<file path="src/rtl/sampler_irq_pkg.sv">
package sampler_irq_pkg;
  typedef enum logic [1:0] {
    PH_IDLE = 2'd0,
    PH_ACQ  = 2'd1,
    PH_CONV = 2'd2
  } phase_e;
endpackage

</file>
<file path="src/rtl/sampler_phase_seq.sv">
module sampler_phase_seq
  import sampler_irq_pkg::*;
#(
  parameter int ACQ_W    = 8,
  parameter int CONV_CYC = 42
) (
  input  logic             clk,
  input  logic             rst,
  input  logic             start_i,
  input  logic [ACQ_W-1:0] acq_len_i,
  output phase_e           phase_o,
  output logic             acq_end_o,
  output logic             conv_end_o
);
  localparam int CONV_W = $clog2(CONV_CYC + 1);
  localparam int CNT_W  = (ACQ_W > CONV_W) ? ACQ_W : CONV_W;

  phase_e           ph;
  logic [CNT_W-1:0] cnt;

  always_ff @(posedge clk) begin
    if (rst) begin
      ph  <= PH_IDLE;
      cnt <= '0;
    end else begin
      case (ph)
        PH_IDLE: begin
          if (start_i) begin
            ph  <= PH_ACQ;
            cnt <= (acq_len_i == '0) ? '0 : CNT_W'(acq_len_i) - CNT_W'(1);
          end
        end
        PH_ACQ: begin
          if (cnt == '0) begin
            ph  <= PH_CONV;
            cnt <= CNT_W'(CONV_CYC - 1);
          end else begin
            cnt <= cnt - CNT_W'(1);
          end
        end
        PH_CONV: begin
          if (cnt == '0) begin
            ph <= PH_IDLE;
          end else begin
            cnt <= cnt - CNT_W'(1);
          end
        end
        default: ph <= PH_IDLE;
      endcase
    end
  end

  assign phase_o    = ph;
  assign acq_end_o  = (ph == PH_ACQ)  && (cnt == '0);
  assign conv_end_o = (ph == PH_CONV) && (cnt == '0);
endmodule

</file>
<file path="src/rtl/sampler_irq_place.sv">
module sampler_irq_place #(
  parameter int CONV_CYC = 42,
  parameter int OFS_W    = 8
) (
  input  logic             clk,
  input  logic             rst,
  input  logic             start_i,
  input  logic             early_i,
  input  logic [OFS_W-1:0] ofs_i,
  input  logic             acq_end_i,
  input  logic             conv_end_i,
  output logic             irq_o,
  output logic             early_q_o
);
  localparam int CONV_W = $clog2(CONV_CYC + 1);
  localparam int DLY_W  = (OFS_W > CONV_W) ? OFS_W : CONV_W;

  logic             early_q;
  logic [OFS_W-1:0] ofs_q;
  logic [DLY_W-1:0] eff;
  logic [DLY_W-1:0] dly;
  logic             armed;
  logic             irq_q;

  // clamp the programmed offset to the conversion length
  always_comb begin
    eff = DLY_W'(ofs_q);
    if (eff >= DLY_W'(CONV_CYC)) eff = DLY_W'(CONV_CYC);
  end

  always_ff @(posedge clk) begin
    if (rst) begin
      early_q <= 1'b0;
      ofs_q   <= '0;
      dly     <= '0;
      armed   <= 1'b0;
      irq_q   <= 1'b0;
    end else begin
      irq_q <= 1'b0;
      if (start_i) begin
        early_q <= early_i;
        ofs_q   <= ofs_i;
        armed   <= 1'b0;
      end
      if (early_q) begin
        if (acq_end_i) begin
          if (eff == '0) begin
            irq_q <= 1'b1;
          end else begin
            armed <= 1'b1;
            dly   <= eff;
          end
        end else if (armed) begin
          if (dly == DLY_W'(1)) begin
            irq_q <= 1'b1;
            armed <= 1'b0;
          end
          dly <= dly - DLY_W'(1);
        end
      end else if (conv_end_i) begin
        irq_q <= 1'b1;
      end
    end
  end

  assign irq_o     = irq_q;
  assign early_q_o = early_q;
endmodule

</file>
<file path="src/rtl/sampler_result_hold.sv">
module sampler_result_hold #(
  parameter int DATA_W = 12
) (
  input  logic              clk,
  input  logic              rst,
  input  logic              load_i,
  input  logic              clear_i,
  input  logic [DATA_W-1:0] sample_i,
  output logic [DATA_W-1:0] result_o,
  output logic              vld_o
);
  always_ff @(posedge clk) begin
    if (rst) begin
      result_o <= '0;
      vld_o    <= 1'b0;
    end else if (load_i) begin
      result_o <= sample_i;
      vld_o    <= 1'b1;
    end else if (clear_i) begin
      vld_o <= 1'b0;
    end
  end
endmodule

</file>
<file path="src/rtl/sampler_irq_gen.sv">
module sampler_irq_gen
  import sampler_irq_pkg::*;
#(
  parameter int DATA_W   = 12,
  parameter int CONV_CYC = 42,
  parameter int ACQ_W    = 8,
  parameter int OFS_W    = 8
) (
  input  logic              clk,
  input  logic              rst,
  input  logic              trig_i,
  input  logic [ACQ_W-1:0]  acq_len_i,
  input  logic              early_mode_i,
  input  logic [OFS_W-1:0]  irq_ofs_i,
  input  logic [DATA_W-1:0] sample_i,
  input  logic              ovr_clr_i,
  output logic              irq_o,
  output logic [DATA_W-1:0] result_o,
  output logic              result_vld_o,
  output logic              busy_o,
  output logic              overrun_o
);
  phase_e phase;
  logic   acq_end;
  logic   conv_end;
  logic   start;
  logic   early_q;
  logic   ovr_q;

  assign busy_o = (phase != PH_IDLE);
  assign start  = trig_i && !busy_o;

  sampler_phase_seq #(.ACQ_W(ACQ_W), .CONV_CYC(CONV_CYC)) u_seq (
    .clk(clk), .rst(rst), .start_i(start), .acq_len_i(acq_len_i),
    .phase_o(phase), .acq_end_o(acq_end), .conv_end_o(conv_end)
  );

  sampler_irq_place #(.CONV_CYC(CONV_CYC), .OFS_W(OFS_W)) u_place (
    .clk(clk), .rst(rst), .start_i(start), .early_i(early_mode_i),
    .ofs_i(irq_ofs_i), .acq_end_i(acq_end), .conv_end_i(conv_end),
    .irq_o(irq_o), .early_q_o(early_q)
  );

  sampler_result_hold #(.DATA_W(DATA_W)) u_hold (
    .clk(clk), .rst(rst), .load_i(conv_end), .clear_i(start),
    .sample_i(sample_i), .result_o(result_o), .vld_o(result_vld_o)
  );

  // sticky overrun: a new overrun beats a simultaneous clear
  always_ff @(posedge clk) begin
    if (rst) begin
      ovr_q <= 1'b0;
    end else if (trig_i && busy_o) begin
      ovr_q <= 1'b1;
    end else if (ovr_clr_i) begin
      ovr_q <= 1'b0;
    end
  end

  assign overrun_o = ovr_q;
endmodule

</file>
<file path="config.mk">
export PLATFORM = sky130hd
export DESIGN_NAME = sampler_irq_gen
export DESIGN_NICKNAME = d
export VERILOG_FILES = /design/src/rtl/sampler_irq_pkg.sv /design/src/rtl/sampler_phase_seq.sv /design/src/rtl/sampler_irq_place.sv /design/src/rtl/sampler_result_hold.sv /design/src/rtl/sampler_irq_gen.sv
export SDC_FILE = /design/constraint.sdc
export NUM_CORES = 1
export LEC_CHECK = 0
export ABC_CLOCK_PERIOD_IN_PS = 1900
export BUFFER_PORTS_ARGS = -buffer_cell sky130_fd_sc_hd__buf_2
export CELL_PAD_IN_SITES_DETAIL_PLACEMENT = 0
export CELL_PAD_IN_SITES_GLOBAL_PLACEMENT = 1
export CORE_ASPECT_RATIO = 1.2
export CORE_MARGIN = 2
export CORE_UTILIZATION = 36
export CTS_CLUSTER_DIAMETER = 80
export CTS_CLUSTER_SIZE = 30
export DETAILED_ROUTE_END_ITERATION = 10
export PLACE_DENSITY = 0.88
export SLEW_MARGIN = 40
export SYNTH_ARGS = -nofsm -noshare
export SYNTH_HDL_FRONTEND = slang
export SYNTH_SLANG_ARGS = --single-unit
</file>
<file path="constraint.sdc">
create_clock -name clk -period 1.9 [get_ports clk]
set_input_delay 0.38 -clock clk [delete_from_list [all_inputs] [get_ports clk]]
set_output_delay 0.38 -clock clk [all_outputs]
set_load 0.03 [all_outputs]
</file>
# Yosys cells after proc, flatten, opt, wreduce, memory -nomap -nowiden
# Index checks and enable logic that the tools add are counted.
[word_totals] ff_bits=43 input_bits=33 out_inout_bits=16 elab_cells=68
[op_classes] addsub=3 n_lt_le_gt_ge=1 eq_ne=8 muxes=29 reduce_logical=17
[ops] op="$mux W8" count=8
[ops] op="$logic_not A8 Y1" count=3
[ops] op="$pmux W8 S3" count=1
[ops] op="$sub A8 B1 Y8 const B" count=3
[ops] op="$mux W1" count=16
[ops] op="$reduce_and A3 Y1" count=3
[ops] op="$eq A8 B1 Y1 const B" count=1
[ops] op="$ge A8 B6 Y1 const B" count=1
[ops] op="$reduce_bool A2 Y1" count=4
[ops] op="$mux W2" count=3
[ops] op="$ne A2 B2 Y1 const B" count=3
[ops] op="$pmux W2 S3" count=1
[ops] op="$logic_and A1 B1 Y1" count=4
[ops] op="$ne A2 B1 Y1 const B" count=2
[ops] op="$reduce_bool A3 Y1" count=1
[ops] op="$eq A2 B1 Y1 const B" count=1
[ops] op="$eq A2 B2 Y1 const B" count=1
[ops] op="$logic_not A2 Y1" count=1
[ops] op="$logic_not A1 Y1" count=1

# Depth between registers and ports, before layout
[logic_depth] ltp_word=8 ltp_mapped=8 mapped_depth_nobuf=7

# Hierarchy
# Synthesis repeated with hierarchy kept, for this count alone.
[unflattened] cells_unflattened=289 area_unflattened_um2=2546.2
[modules_own_cells] module="sampler_irq_place" n_inst=1 cells_per_inst=118 area_per_inst_um2=1074.8 seq_area_each_um2=380.4
[modules_own_cells] module="sampler_phase_seq" n_inst=1 cells_per_inst=121 area_per_inst_um2=939.7 seq_area_each_um2=200.2
[modules_own_cells] module="sampler_result_hold" n_inst=1 cells_per_inst=43 area_per_inst_um2=476.7 seq_area_each_um2=260.2
[modules_own_cells] module="sampler_irq_gen" n_inst=1 cells_per_inst=7 area_per_inst_um2=55.1 seq_area_each_um2=20.0

# Least setup slack after synthesis
# No wires, ideal clock.
[synth_timing] kind="register to register" from="register u_seq.ph[0] (netlist: u_seq.phase_o[0])" to="register u_seq.cnt[5]" setup_ns=0.074 arrival_ns=1.828 t_required_ns=1.826 setup_slack_ns=-0.003 stages_incl_launch_ff=8 path_buffers=0 synth_period_minus_slack_ns=1.903 path_cell_list="dfxtp_1 inv_1 ha_1 inv_1 nor2_1 or3_4 or3_1 a31oi_1"
[synth_between] elab_chain_len=5 word_cells_on_any_way=11 classes_between="eq/ne (4); mux (1); reduce/logical (6)"
[synth_rtl] item="start, declared" line="sampler_phase_seq.sv:18" source="phase_e ph;"
[synth_rtl] item="start signal, assigned" line="sampler_phase_seq.sv:23" source="ph <= PH_IDLE;"
[synth_rtl] item="start signal, assigned" line="sampler_phase_seq.sv:29" source="ph <= PH_ACQ;"
[synth_rtl] item="start signal, assigned" line="sampler_phase_seq.sv:35" source="ph <= PH_CONV;"
[synth_rtl] item="$reduce_bool A2 Y1" line="sampler_irq_gen.sv:30" source="assign busy_o = (phase != PH_IDLE);"
[synth_rtl] item="net busy_o" line="sampler_irq_gen.sv:20" source="output logic busy_o,"
[synth_rtl] item="$logic_not A1 Y1" line="sampler_irq_gen.sv:31" source="assign start = trig_i && !busy_o;"
[synth_rtl] item="$logic_and A1 B1 Y1" line="sampler_irq_gen.sv:31"
[synth_rtl] item="$ne A2 B2 Y1 (no line)"
[synth_rtl] item="$reduce_and A3 Y1 (no line)"
[synth_rtl] item="end signal, assigned" line="sampler_phase_seq.sv:36" source="cnt <= CNT_W'(CONV_CYC - 1);"
[synth_rtl] item="end signal, assigned" line="sampler_phase_seq.sv:38" source="cnt <= cnt - CNT_W'(1);"
[synth_rtl] item="end signal, assigned" line="sampler_phase_seq.sv:45" source="cnt <= cnt - CNT_W'(1);"
[synth_rtl] item="end, declared" line="sampler_phase_seq.sv:19" source="logic [CNT_W-1:0] cnt;"
# The timed path passes the listed nets, and every way through them passes these cells.
# A chain may end at the register's enable or synchronous reset.

# Worst setup path in the final report
[layout_timing] from="register u_seq.ph[0] (netlist: u_seq.phase_o[0])" to="register u_seq.cnt[5]"
[layout_between] elab_chain_len=5 word_cells_on_any_way=11 classes_between="eq/ne (4); mux (1); reduce/logical (6)"
[layout_rtl] item="$reduce_bool A2 Y1" line="sampler_irq_gen.sv:30"
[layout_rtl] item="$logic_not A1 Y1" line="sampler_irq_gen.sv:31"
[layout_rtl] item="$logic_and A1 B1 Y1" line="sampler_irq_gen.sv:31"
[layout_rtl] item="$ne A2 B2 Y1 (no line)"
[layout_rtl] item="$reduce_and A3 Y1 (no line)"
# Parallel ways exist; a longest one is shown, timed or not.

==> impl_metrics.env <==
export IMPL_r2r_cells=7
export IMPL_clock_sinks=43
export IMPL_area_growth_pct=28.3
export IMPL_gr_max_usage_layer="met2"
export IMPL_setup_worst_path_start_class="register"
export IMPL_final_hold_viol_count=0
export IMPL_routed_wl_um=6430
export IMPL_vias=2519
export IMPL_tns_ns=0
export IMPL_status="complete, no violations"
export IMPL_yosysSeqAreaShare_pct=35.9
export IMPL_cap_violations=0
export IMPL_place_ws_ns=-0.0206
export IMPL_grt_pass1_wl_um=10400
export IMPL_drc=0
export IMPL_fp_dieW_um=78.5
export IMPL_min_period_over_period_pct=98.0
export IMPL_cts_max_path_buffers=2
export IMPL_coreArea_mm2=0.00645
export IMPL_cp_required_ns=2.13
export IMPL_yosysUniqueCellTypes=60
export IMPL_slew_viol_final=0
export IMPL_worst_pin_slew_ns=0.400
export IMPL_cp_endpoint="u_seq.cnt[5]"
export IMPL_gp_congestion=0.865
export IMPL_cts_root_buf="clkbuf_8"
export IMPL_hold_path_class="input port to register"
export IMPL_hold_slack_ns=0.309
export IMPL_numCtsBuffers=5
export IMPL_grt_max_degree=33
export IMPL_drt_iter0_markers=218
export IMPL_critPathLaunch="u_seq.phase_o[0]"
export IMPL_synthArstFlopShare_pct=0
export IMPL_grt_overflow=0
export IMPL_grt_use_total_pct=17.3
export IMPL_cts_htree_levels=2
export IMPL_rrSetupSlack_ns=0.04
export IMPL_clkTransAtPathRegs_ns=0.09
export IMPL_postLayoutSetupSlackWorst_ns=0.0377
export IMPL_reg2reg_to="u_seq.cnt[5]"
export IMPL_setup_viol=0
export IMPL_grt_pass1_vias=2296
export IMPL_cp_end_kind="register"
export IMPL_antenna_cells=0
export IMPL_grt_util_met3_pct=3.28
export IMPL_r2r_start="u_seq.phase_o[0]"
export IMPL_avgSynthCellArea_um2=7.71
export IMPL_wl_per_cell_um=13.7
export IMPL_ys_warn_count=0
export IMPL_port_buffers=48
export IMPL_synth_edf_count=0
export IMPL_synth_cells=311
export IMPL_die_area_mm2=0.00733
export IMPL_ys_seq_elements=43
export IMPL_p_per_area_mw_per_mm2=796
export IMPL_maxSlewHeadroom_pct=73.1
export IMPL_holdBufCountCts=0
export IMPL_fill_cells=630
export IMPL_antenna_found_initial=0
export IMPL_synth_fp_nets=353
export IMPL_cts_tree="done"
export IMPL_use_met2_pct=30.9
export IMPL_placedCellCount=454
export IMPL_die_y_um=93.4
export IMPL_drtPass1Iterations=4
export IMPL_insertion_delay_ns=0.30
export IMPL_total_leakage_power_nw=1.26
export IMPL_max_freq_ghz=0.537
export IMPL_drive_gt1_share_pct=31.9
export IMPL_use_met1_pct=21.2
export IMPL_dpl_hpwl_um=4570
export IMPL_ant_nets=0
export IMPL_layout_nets=424
export IMPL_skew_ns=0.00864
export IMPL_vdd_ir_drop_worst_mv=0.553
export IMPL_min_period_ns=1.86
export IMPL_cp_arrival_ns=2.09
export IMPL_std_cell_rows=32
export IMPL_viasPerCell=5.38
export IMPL_crit_path_max_fanout=5
export IMPL_start_util_pct=37.2
export IMPL_num_io_pins=49
export IMPL_yosys_most_used_dff="dfxtp_1"
export IMPL_fin_cells=468
export IMPL_netlist_area_mm2=0.00240
export IMPL_critPathKind="register to register"
==> cell usage after synthesis, types with 4 or more instances <==
cell | n | area share [%]
or3b_2 | 4 | 1.5
a21oi_1 | 38 | 7.9
nor4_1 | 6 | 1.6
nand3_1 | 5 | 1.0
inv_1 | 15 | 2.3
clkbuf_1 | 7 | 1.1
o21ai_0 | 22 | 4.6
nor2_1 | 20 | 3.1
nand2_1 | 56 | 8.8
nor3_1 | 18 | 3.8
dfxtp_1 | 43 | 36
ha_1 | 9 | 4.7
==> sequential cells by signal (all words and copies together), names as in the netlist <==
name,flops
overrun_o,1
u_hold.result_o,12
u_hold.vld_o,1
u_place.armed,1
u_place.dly,8
u_place.early_q_o,1
u_place.irq_o,1
u_place.ofs_q,8
u_seq.cnt,8
u_seq.phase_o,2
==> metrics by stage <==
| stage | area [um^2] | util (%) | total power, mW |
|---|---|---|---|
| floorplan | 2400 | - | 1.52 |
| global placement | 2850 | 44.2 | 1.75 |
| detailed placement | 2850 | 44.2 | 1.75 |
| CTS | 2950 | 45.7 | 2.37 |
| global route | 3080 | 47.7 | 2.61 |
| finish | 3080 | 47.7 | 2.45 |
==> logic make-up (layout without fill, tap and decap cells) <==
group	Yosys count	after routing	share of synthesized area, %
buf+inv	29	100	6.15
simple gates	131	131	26.9
mux	3	3	1.30
xor+xnor	2	2	0.730
fa+ha+maj	9	9	4.69
flops	43	43	35.9
compound gates	94	95	24.3
==> worst max-delay path, cell delays in order (launching register included) <==
cell     delay (ns)
dfxtp_4        0.39
inv_2          0.05
ha_2           0.18
or4bb_4        0.23
nor2_2         0.05
or3_4          0.42
or3_1          0.35
a31oi_1        0.13
==> cell type report <==
type | instances | area (um^2) | area share [%]
Clock buffer | 5 | 68.8 | 2.24
Clock inverter | 3 | 23.8 | 0.772
Inverter | 15 | 56.3 | 1.83
Multi-Input combinational cell | 240 | 1470 | 47.9
Sequential cell | 43 | 871 | 28.3
Tap cell | 85 | 106 | 3.46
Timing Repair Buffer | 77 | 478 | 15.5
==> worst min path at each step <==
stage | cells after the start | end | slack [ns] | from
4_1_cts | 3 | u_hold.result_o[1] | 0.30 | sample_i[1]
3_3_place_gp | 2 | u_hold.result_o[10] | 0.44 | u_hold.result_o[10]
6_report | 3 | u_hold.result_o[1] | 0.31 | sample_i[1]
2_1_floorplan | 2 | u_place.ofs_q[0] | 0.44 | u_place.ofs_q[0]
5_1_grt | 3 | u_hold.result_o[2] | 0.30 | sample_i[2]
3_5_place_dp | 2 | u_hold.result_o[8] | 0.45 | u_hold.result_o[8]
==> layer usage <==
layer  wire [um]  part of all wire [%]  vias up
met5           0                     0        -
met4          99                   1.5        0
met3         305                   4.7        8
met2        3400                    53       68
met1        2630                    41     1182
li1            -                     -     1261
==> where the power goes <==
part | total (mW) | switching (mW) | internal [mW] | leakage, nW
Clock | 0.616 | 0.352 | 0.263 | 0.0408
Sequential | 1.04 | 0.0755 | 0.963 | 0.352
Combinational | 0.796 | 0.433 | 0.363 | 0.872
==> timing repair <==
action,4_1_cts,5_1_grt
pin swaps,0,6
resized for setup,3,27
gates cloned,0,1
buffers inserted,0,5
setup endpoints to repair,3,30
==> cells in the final DEF, fill, tap and decap left out, types with 10 or more instances in the layout <==
cell | netlist | routed
nor2_1 | 20 | 20
buf_2 | 1 | 48
buf_4 | 1 | 26
inv_1 | 15 | 10
nor3_1 | 18 | 16
a21oi_1 | 38 | 38
dfxtp_1 | 43 | 39
o21ai_0 | 22 | 21
nand2_1 | 56 | 54
Note: power is estimated with default switching activity, not from simulation.
